===== config.mk =====
export PLATFORM = sky130hd
export DESIGN_NAME = sig_rtlb
export DESIGN_NICKNAME = d
export VERILOG_FILES = /design/src/rtl/sig_rtlb_pkg.sv /design/src/rtl/sig_rtlb_store.sv /design/src/rtl/sig_rtlb_match.sv /design/src/rtl/sig_rtlb.sv
export SDC_FILE = /design/constraint.sdc
export NUM_CORES = 1
export LEC_CHECK = 0
export BUFFER_PORTS_ARGS = -buffer_cell sky130_fd_sc_hd__clkbuf_2
export CAP_MARGIN = 20
export CORE_MARGIN = 4
export CORE_UTILIZATION = 55
export DETAILED_ROUTE_END_ITERATION = 10
export PLACE_DENSITY = 0.73
export SYNTH_ARGS = -nofsm -noshare
export SYNTH_HDL_FRONTEND = slang
export SYNTH_HIERARCHICAL = 1
export SYNTH_SLANG_ARGS = --single-unit

===== constraint.sdc =====
create_clock -name clk -period 14.3 [get_ports clk]
set_clock_uncertainty 0.05 [all_clocks]
set_input_delay 2.145 -clock clk [delete_from_list [all_inputs] [get_ports clk]]
set_output_delay 2.145 -clock clk [all_outputs]
set_load 0.05 [all_outputs]

===== src/rtl/sig_rtlb_pkg.sv =====
`timescale 1ns/1ps
package sig_rtlb_pkg;
    parameter int PA_W    = 32;
    parameter int VA_W    = 32;
    parameter int PC_W    = 32;
    parameter int PG_BITS = 12;
    parameter int PRIO_W  = 2;
    parameter int N_ENT   = 8;

    localparam int IDX_W  = $clog2(N_ENT);
    localparam int PPN_W  = PA_W - PG_BITS;
    localparam int VPN_W  = VA_W - PG_BITS;
    localparam int VTAG_W = VPN_W + PRIO_W;

    localparam logic [PC_W-1:0]   MISS_PC   = 32'h0000_0180;
    localparam logic [PRIO_W-1:0] USER_PRIO = '0;

    typedef struct packed {
        logic              vld;
        logic [PPN_W-1:0]  ppn;
        logic [VTAG_W-1:0] vtag;
        logic [PC_W-1:0]   pc;
    } rtlb_ent_t;

    typedef struct packed {
        logic              hit;
        logic [PC_W-1:0]   pc;
        logic [VA_W-1:0]   va;
        logic [PRIO_W-1:0] prio;
    } rtlb_rsp_t;

    function automatic logic [PPN_W-1:0] page_of(input logic [PA_W-1:0] pa);
        return pa[PA_W-1:PG_BITS];
    endfunction

    function automatic logic [VPN_W-1:0] vpn_of(input logic [VTAG_W-1:0] t);
        return t[VTAG_W-1:PRIO_W];
    endfunction

    function automatic logic [PRIO_W-1:0] prio_of(input logic [VTAG_W-1:0] t);
        return t[PRIO_W-1:0];
    endfunction
endpackage


===== src/rtl/sig_rtlb_store.sv =====
`timescale 1ns/1ps
module sig_rtlb_store
    import sig_rtlb_pkg::*;
(
    input  logic             clk,
    input  logic             rst,
    input  logic             inval_all,
    input  logic             ld_en,
    input  logic [IDX_W-1:0] ld_idx,
    input  rtlb_ent_t        ld_ent,
    output rtlb_ent_t        ent_o [N_ENT]
);
    logic [N_ENT-1:0] vld_vec;

    for (genvar g = 0; g < N_ENT; g++) begin : g_ent
        always_ff @(posedge clk) begin
            if (rst || inval_all) begin
                ent_o[g].vld <= 1'b0;
            end else if (ld_en && ld_idx == IDX_W'(g)) begin
                ent_o[g] <= ld_ent;
            end
        end
        assign vld_vec[g] = ent_o[g].vld;
    end

    // invalidate empties the table on the next cycle
    a_r7_inval_clears: assert property (@(posedge clk) disable iff (rst)
        inval_all |=> (vld_vec == '0));

    // a load alongside an invalidate leaves nothing valid
    a_r8_inval_beats_load: assert property (@(posedge clk) disable iff (rst)
        (inval_all && ld_en) |=> !vld_vec[$past(ld_idx)]);
endmodule


===== src/rtl/sig_rtlb_match.sv =====
`timescale 1ns/1ps
module sig_rtlb_match
    import sig_rtlb_pkg::*;
(
    input  rtlb_ent_t        ent_i [N_ENT],
    input  logic [PA_W-1:0]  pa,
    output logic [N_ENT-1:0] sel,
    output rtlb_rsp_t        rsp
);
    logic [N_ENT-1:0] hit_vec;

    for (genvar g = 0; g < N_ENT; g++) begin : g_cmp
        assign hit_vec[g] = ent_i[g].vld && (ent_i[g].ppn == page_of(pa));
    end

    always_comb begin
        sel     = '0;
        rsp.hit = 1'b0;
        rsp.pc  = MISS_PC;
        rsp.va  = pa;
        rsp.prio = USER_PRIO;
        for (int i = N_ENT - 1; i >= 0; i--) begin
            if (hit_vec[i]) begin
                sel      = '0;
                sel[i]   = 1'b1;
                rsp.hit  = 1'b1;
                rsp.pc   = ent_i[i].pc;
                rsp.va   = {vpn_of(ent_i[i].vtag), pa[PG_BITS-1:0]};
                rsp.prio = prio_of(ent_i[i].vtag);
            end
        end
    end
endmodule


===== src/rtl/sig_rtlb.sv =====
`timescale 1ns/1ps
module sig_rtlb
    import sig_rtlb_pkg::*;
(
    input  logic              clk,
    input  logic              rst,
    input  logic              inval_all,
    input  logic              ld_en,
    input  logic [IDX_W-1:0]  ld_idx,
    input  logic [PPN_W-1:0]  ld_ppn,
    input  logic [VTAG_W-1:0] ld_vtag,
    input  logic [PC_W-1:0]   ld_pc,
    input  logic              lk_req,
    input  logic [PA_W-1:0]   lk_pa,
    output logic              rsp_valid,
    output logic              rsp_hit,
    output logic [PC_W-1:0]   rsp_pc,
    output logic [VA_W-1:0]   rsp_va,
    output logic [PRIO_W-1:0] rsp_prio
);
    rtlb_ent_t        ld_ent;
    rtlb_ent_t        ents [N_ENT];
    logic [N_ENT-1:0] sel;
    rtlb_rsp_t        rsp_c;
    rtlb_rsp_t        rsp_q;

    assign ld_ent = '{vld: 1'b1, ppn: ld_ppn, vtag: ld_vtag, pc: ld_pc};

    sig_rtlb_store u_store (
        .clk      (clk),
        .rst      (rst),
        .inval_all(inval_all),
        .ld_en    (ld_en),
        .ld_idx   (ld_idx),
        .ld_ent   (ld_ent),
        .ent_o    (ents)
    );

    sig_rtlb_match u_match (
        .ent_i(ents),
        .pa   (lk_pa),
        .sel  (sel),
        .rsp  (rsp_c)
    );

    always_ff @(posedge clk) begin
        if (rst) begin
            rsp_valid <= 1'b0;
            rsp_q     <= '0;
        end else begin
            rsp_valid <= lk_req;
            if (lk_req) rsp_q <= rsp_c;
        end
    end

    assign rsp_hit  = rsp_q.hit;
    assign rsp_pc   = rsp_q.pc;
    assign rsp_va   = rsp_q.va;
    assign rsp_prio = rsp_q.prio;

    // response strobe follows the request by one cycle
    a_r5_valid_follows: assert property (@(posedge clk) disable iff (rst)
        lk_req |=> rsp_valid);
    a_r5_no_spurious: assert property (@(posedge clk) disable iff (rst)
        !lk_req |=> !rsp_valid);

    // a miss passes the address through with the default PC
    a_r4_miss_default: assert property (@(posedge clk) disable iff (rst)
        (lk_req && !rsp_c.hit) |=>
            (!rsp_hit && rsp_pc == MISS_PC && rsp_va == $past(lk_pa) && rsp_prio == USER_PRIO));

    // page offset always survives translation
    a_r10_offset_kept: assert property (@(posedge clk) disable iff (rst)
        lk_req |=> (rsp_va[PG_BITS-1:0] == $past(lk_pa[PG_BITS-1:0])));

    // at most one entry drives the result
    a_r6_single_select: assert property (@(posedge clk) disable iff (rst)
        $onehot0(sel));
endmodule


# --- Word-level counts from Yosys, hierarchy flattened ---
# Index checks and enable logic that the tools add are counted.
totals:
  regBits: 668
  in_bits: 114
  output_inout_bits: 68
classes:
  eq_ne: 15
  mux: 8
  bitwise_logic: 1
  n_reduce_logical: 26
op_table:
  columns: ["operator", "count"]
  rows:
  - ["2-to-1 mux 67 bit", 8]
  - ["== test 20 bit", 8]
  - ["logical AND 1 bit", 16]
  - ["AND reduction 2 bit", 8]
  - ["== test 3 bit, second input constant", 4]
  - ["== test 3 x 2 -> 1 bit, second input constant", 2]
  - ["== test 3 x 1 -> 1 bit, second input constant", 1]
  - ["logical NOT 3 bit", 1]
  - ["logical OR 1 bit", 1]
  - ["NOT 1 bit", 1]

# --- Logic depth before layout (Yosys ltp) ---
depth:
  ltp_word: 10
  ltp_mapped: 13

# --- Modules after synthesis ---
# The synthesis kept the hierarchy.
modules_own_cells:
  columns: ["mod", "n_inst", "cells_each", "area_each_um2"]
  rows:
  - ["sig_rtlb_store", 1, 646, 18330.1]
  - ["sig_rtlb_match", 1, 847, 6500.0]
  - ["sig_rtlb", 1, 220, 2421.1]

# --- Worst setup path after synthesis ---
# Ideal clock, no wire load.
synth_timing:
  path_type: "input -> register"
  startpoint: "input rst"
  endpoint: "register u_store/ent_o[0] (netlist bit) (enable)"
  setup_time_ns: 0.507
  arrival_time_ns: 5.807
  required_time_ns: 13.743
  path_slack_ns: 7.936
  path_stages: 3
  path_cell_list: "buf_2 or3b_4 nor2_1"
synth_between:
  elab_chain_len: 3
synth_rtl:
  columns: ["element", "line_no", "source"]
  rows:
  - ["start: declaration", "sig_rtlb.sv:6", "input logic rst,"]
  - ["logical OR 1 bit", "sig_rtlb_store.sv:17", "if (rst || inval_all) begin"]
  - ["NOT 1 bit (no source line)", null, null]
  - ["AND reduction 2 bit (no source line)", null, null]
  - ["end signal: indexed assignment", "sig_rtlb_store.sv:20", "ent_o[g] <= ld_ent;"]
  - ["end: declaration", "sig_rtlb_store.sv:11", "output rtlb_ent_t ent_o [N_ENT]"]
# No other way between the ends.
# A chain may end at the register's enable or synchronous reset.

==> results.toml <==
[run_status]
status = "finished clean"

[worst_setup_path]
slowest_delay_ns = 0.99
required_ns = 14.75
crit_path_end_kind = "flop"
worstSetupPathType = "input port to flop"
crit_chain = "clkbuf_2 > xor2_1 > nor4_1 > nand2_1 > or3_2 > buf_4 > inv_2 > nor3_4 > o221ai_1 > o21ai_1 > mux2i_1 > nor2_1"
slowest_stage = "nor3_4"
cp-start-kind = "input port"
cp.arrival_ns = 6.38
worst_r2r_path_depth = 11
critPathMaxFanout = 54

[finish]
finalNetCount = 1960
drive_gt1_frac = 0.222
area.growth.synth_to_final_pct = 12.8
fin_util = 0.627
fillers = 3430
regArea_mm2 = 0.0193
multi_input_area_mm2 = 0.00712

[sta]
worst_pin_slew_ns = 1.11
finalSetupTns_ns = 0
finalHoldViolCount = 0
timing.slew.headroom = 0.262
setup-violations-final = 0
max_freq_mhz = 169
rsz0062_at_grt = "false"
finalCritPeriodShare = 0.414
slew_viol_final = 0
post-route-min-period_ns = 5.92

[global_route]
busiest_layer = "met2"
grtUsageMet3 = 0.0459
grt_util_all_layers = 0.258
grt_antenna_before_repair = 9
grt_pass1_vias = 16200
grt_pass1_wl_um = 103000
met2_usage = 0.416
grt.overflow.total = 0
grt_max_degree = 80
met1_usage = 0.358

[floorplanning]
num_rows = 81
core_area_mm2 = 0.0490
die_h_um = 230
dieArea_mm2 = 0.0531
start_util = 0.556
io_pins = 182
die_w_um = 230

[place]
gp_congestion = 0.804
portBuffers = 181
dpl.hpwl_um = 38600

[logic_synthesis]
syn_area_mm2 = 0.0272
syn-num-nets = 1819
syn_inst = 1705
ys_warn_count = 6
avgSynthCellArea_um2 = 16.0

[pwr]
p_leak_uw = 0.0105
power_density_mw_per_mm2 = 133
peakVddDrop_v = 0.0000821

[drt]
postRouteAntennaNets = 0
drtIter0Drc = 1971
vias = 16100
wl_per_cell_um = 26.8
finalWirelength_um = 68800
vias_per_cell = 6.26
dr.pass1.iters = 5
drc_errors = 0

[hold_path]
holdPathStages = 2
hp-class = "flop to flop"

[cts]
path_clk_slew_ns = 0.06
cts_tree = "yes"
post_cts_buffers = 0
cts_hold_buffers = 0
clk_latency_ns = 0.59
postCtsResizedCells = 0
cts_buffer_depth = 3
clock-root-buffer = "clkbuf_16"
numCtsBuffers = 68
htreeDepth = 3
cts_sinks = 668

[job]
cap_violations = 0
layer usage:
layer  routed length (um)  part of all wire
met3                 6860              0.10
met5                   41           0.00060
met4                 1730             0.025
met1                27000              0.39
met2                33200              0.48
layout make-up:
class                      instances  share of cell area
timing repair buffer             214              0.0385
antenna                            6            0.000489
inverter                           1            0.000122
clock inverter                    24             0.00970
clock buffer                      96              0.0639
multi-input combinational        893               0.232
sequential                       668               0.628
tap                              664              0.0271
flip-flops by register name, summed over array words and instances, names as in the netlist:
register / cells
rsp_pc: 32
u_store/ent_o: 600
rsp_hit: 1
rsp_prio: 2
rsp_valid: 1
rsp_va: 32
where the power goes:
| group | internal [uW] | leakage (uW) | switching [uW] |
|---|---|---|---|
| Clock | 1080 | 0.00111 | 705 |
| Sequential | 2150 | 0.00595 | 9.76 |
| Combinational | 44.8 | 0.00347 | 110 |
cells in the final DEF, fill, tap and decap left out, types with 64 or more instances in the layout:
cell and n:
dfxtp_1 76, mux2i_1 95, o21a_1 64, a21oi_1 66, edfxtp_1 592, clkbuf_16 71, clkbuf_2 179, xor2_1 85
xnor2_1 75, nor2_1 106
critical path, delay by kind of cell:
kind | cells | cell delay, ns
xor gates and xnor gates | 1 | 0.34
buffers and inverters | 3 | 1.72
muxes | 1 | 0.11
and+or+nand+nor | 5 | 1.40
AOI/OAI and AO/OA | 2 | 0.58
worst paths after layout:
kind | startpoint | to | slack (ns)
hold / removal | rsp_va[1]$_SDFFE_PP0P_ | rsp_va[1]$_SDFFE_PP0P_ | 0.44
setup reg to reg | u_store/ent_o[591]$_DFFE_PP_ | rsp_va[14]$_SDFFE_PP0P_ | 9.90
hold reg to reg | rsp_va[1]$_SDFFE_PP0P_ | rsp_va[1]$_SDFFE_PP0P_ | 0.44
setup / recovery | lk_pa[24] | rsp_va[14]$_SDFFE_PP0P_ | 8.38
metrics by stage:
step	hold slack (ns)	std cells	setup WS (ns)	power [uW]	area (um^2)
after global routing	0.468	2564	8.14	4230	30700
after floorplan	0.474	1705	7.94	2290	27200
after detailed placement	0.433	2439	7.81	2350	28400
after global placement	0.423	2438	7.83	2350	28400
after CTS	0.449	2559	8.42	4120	30700
final	0.444	2566	8.38	4100	30700
No activity file was read; power rests on OpenSTA's default activity.
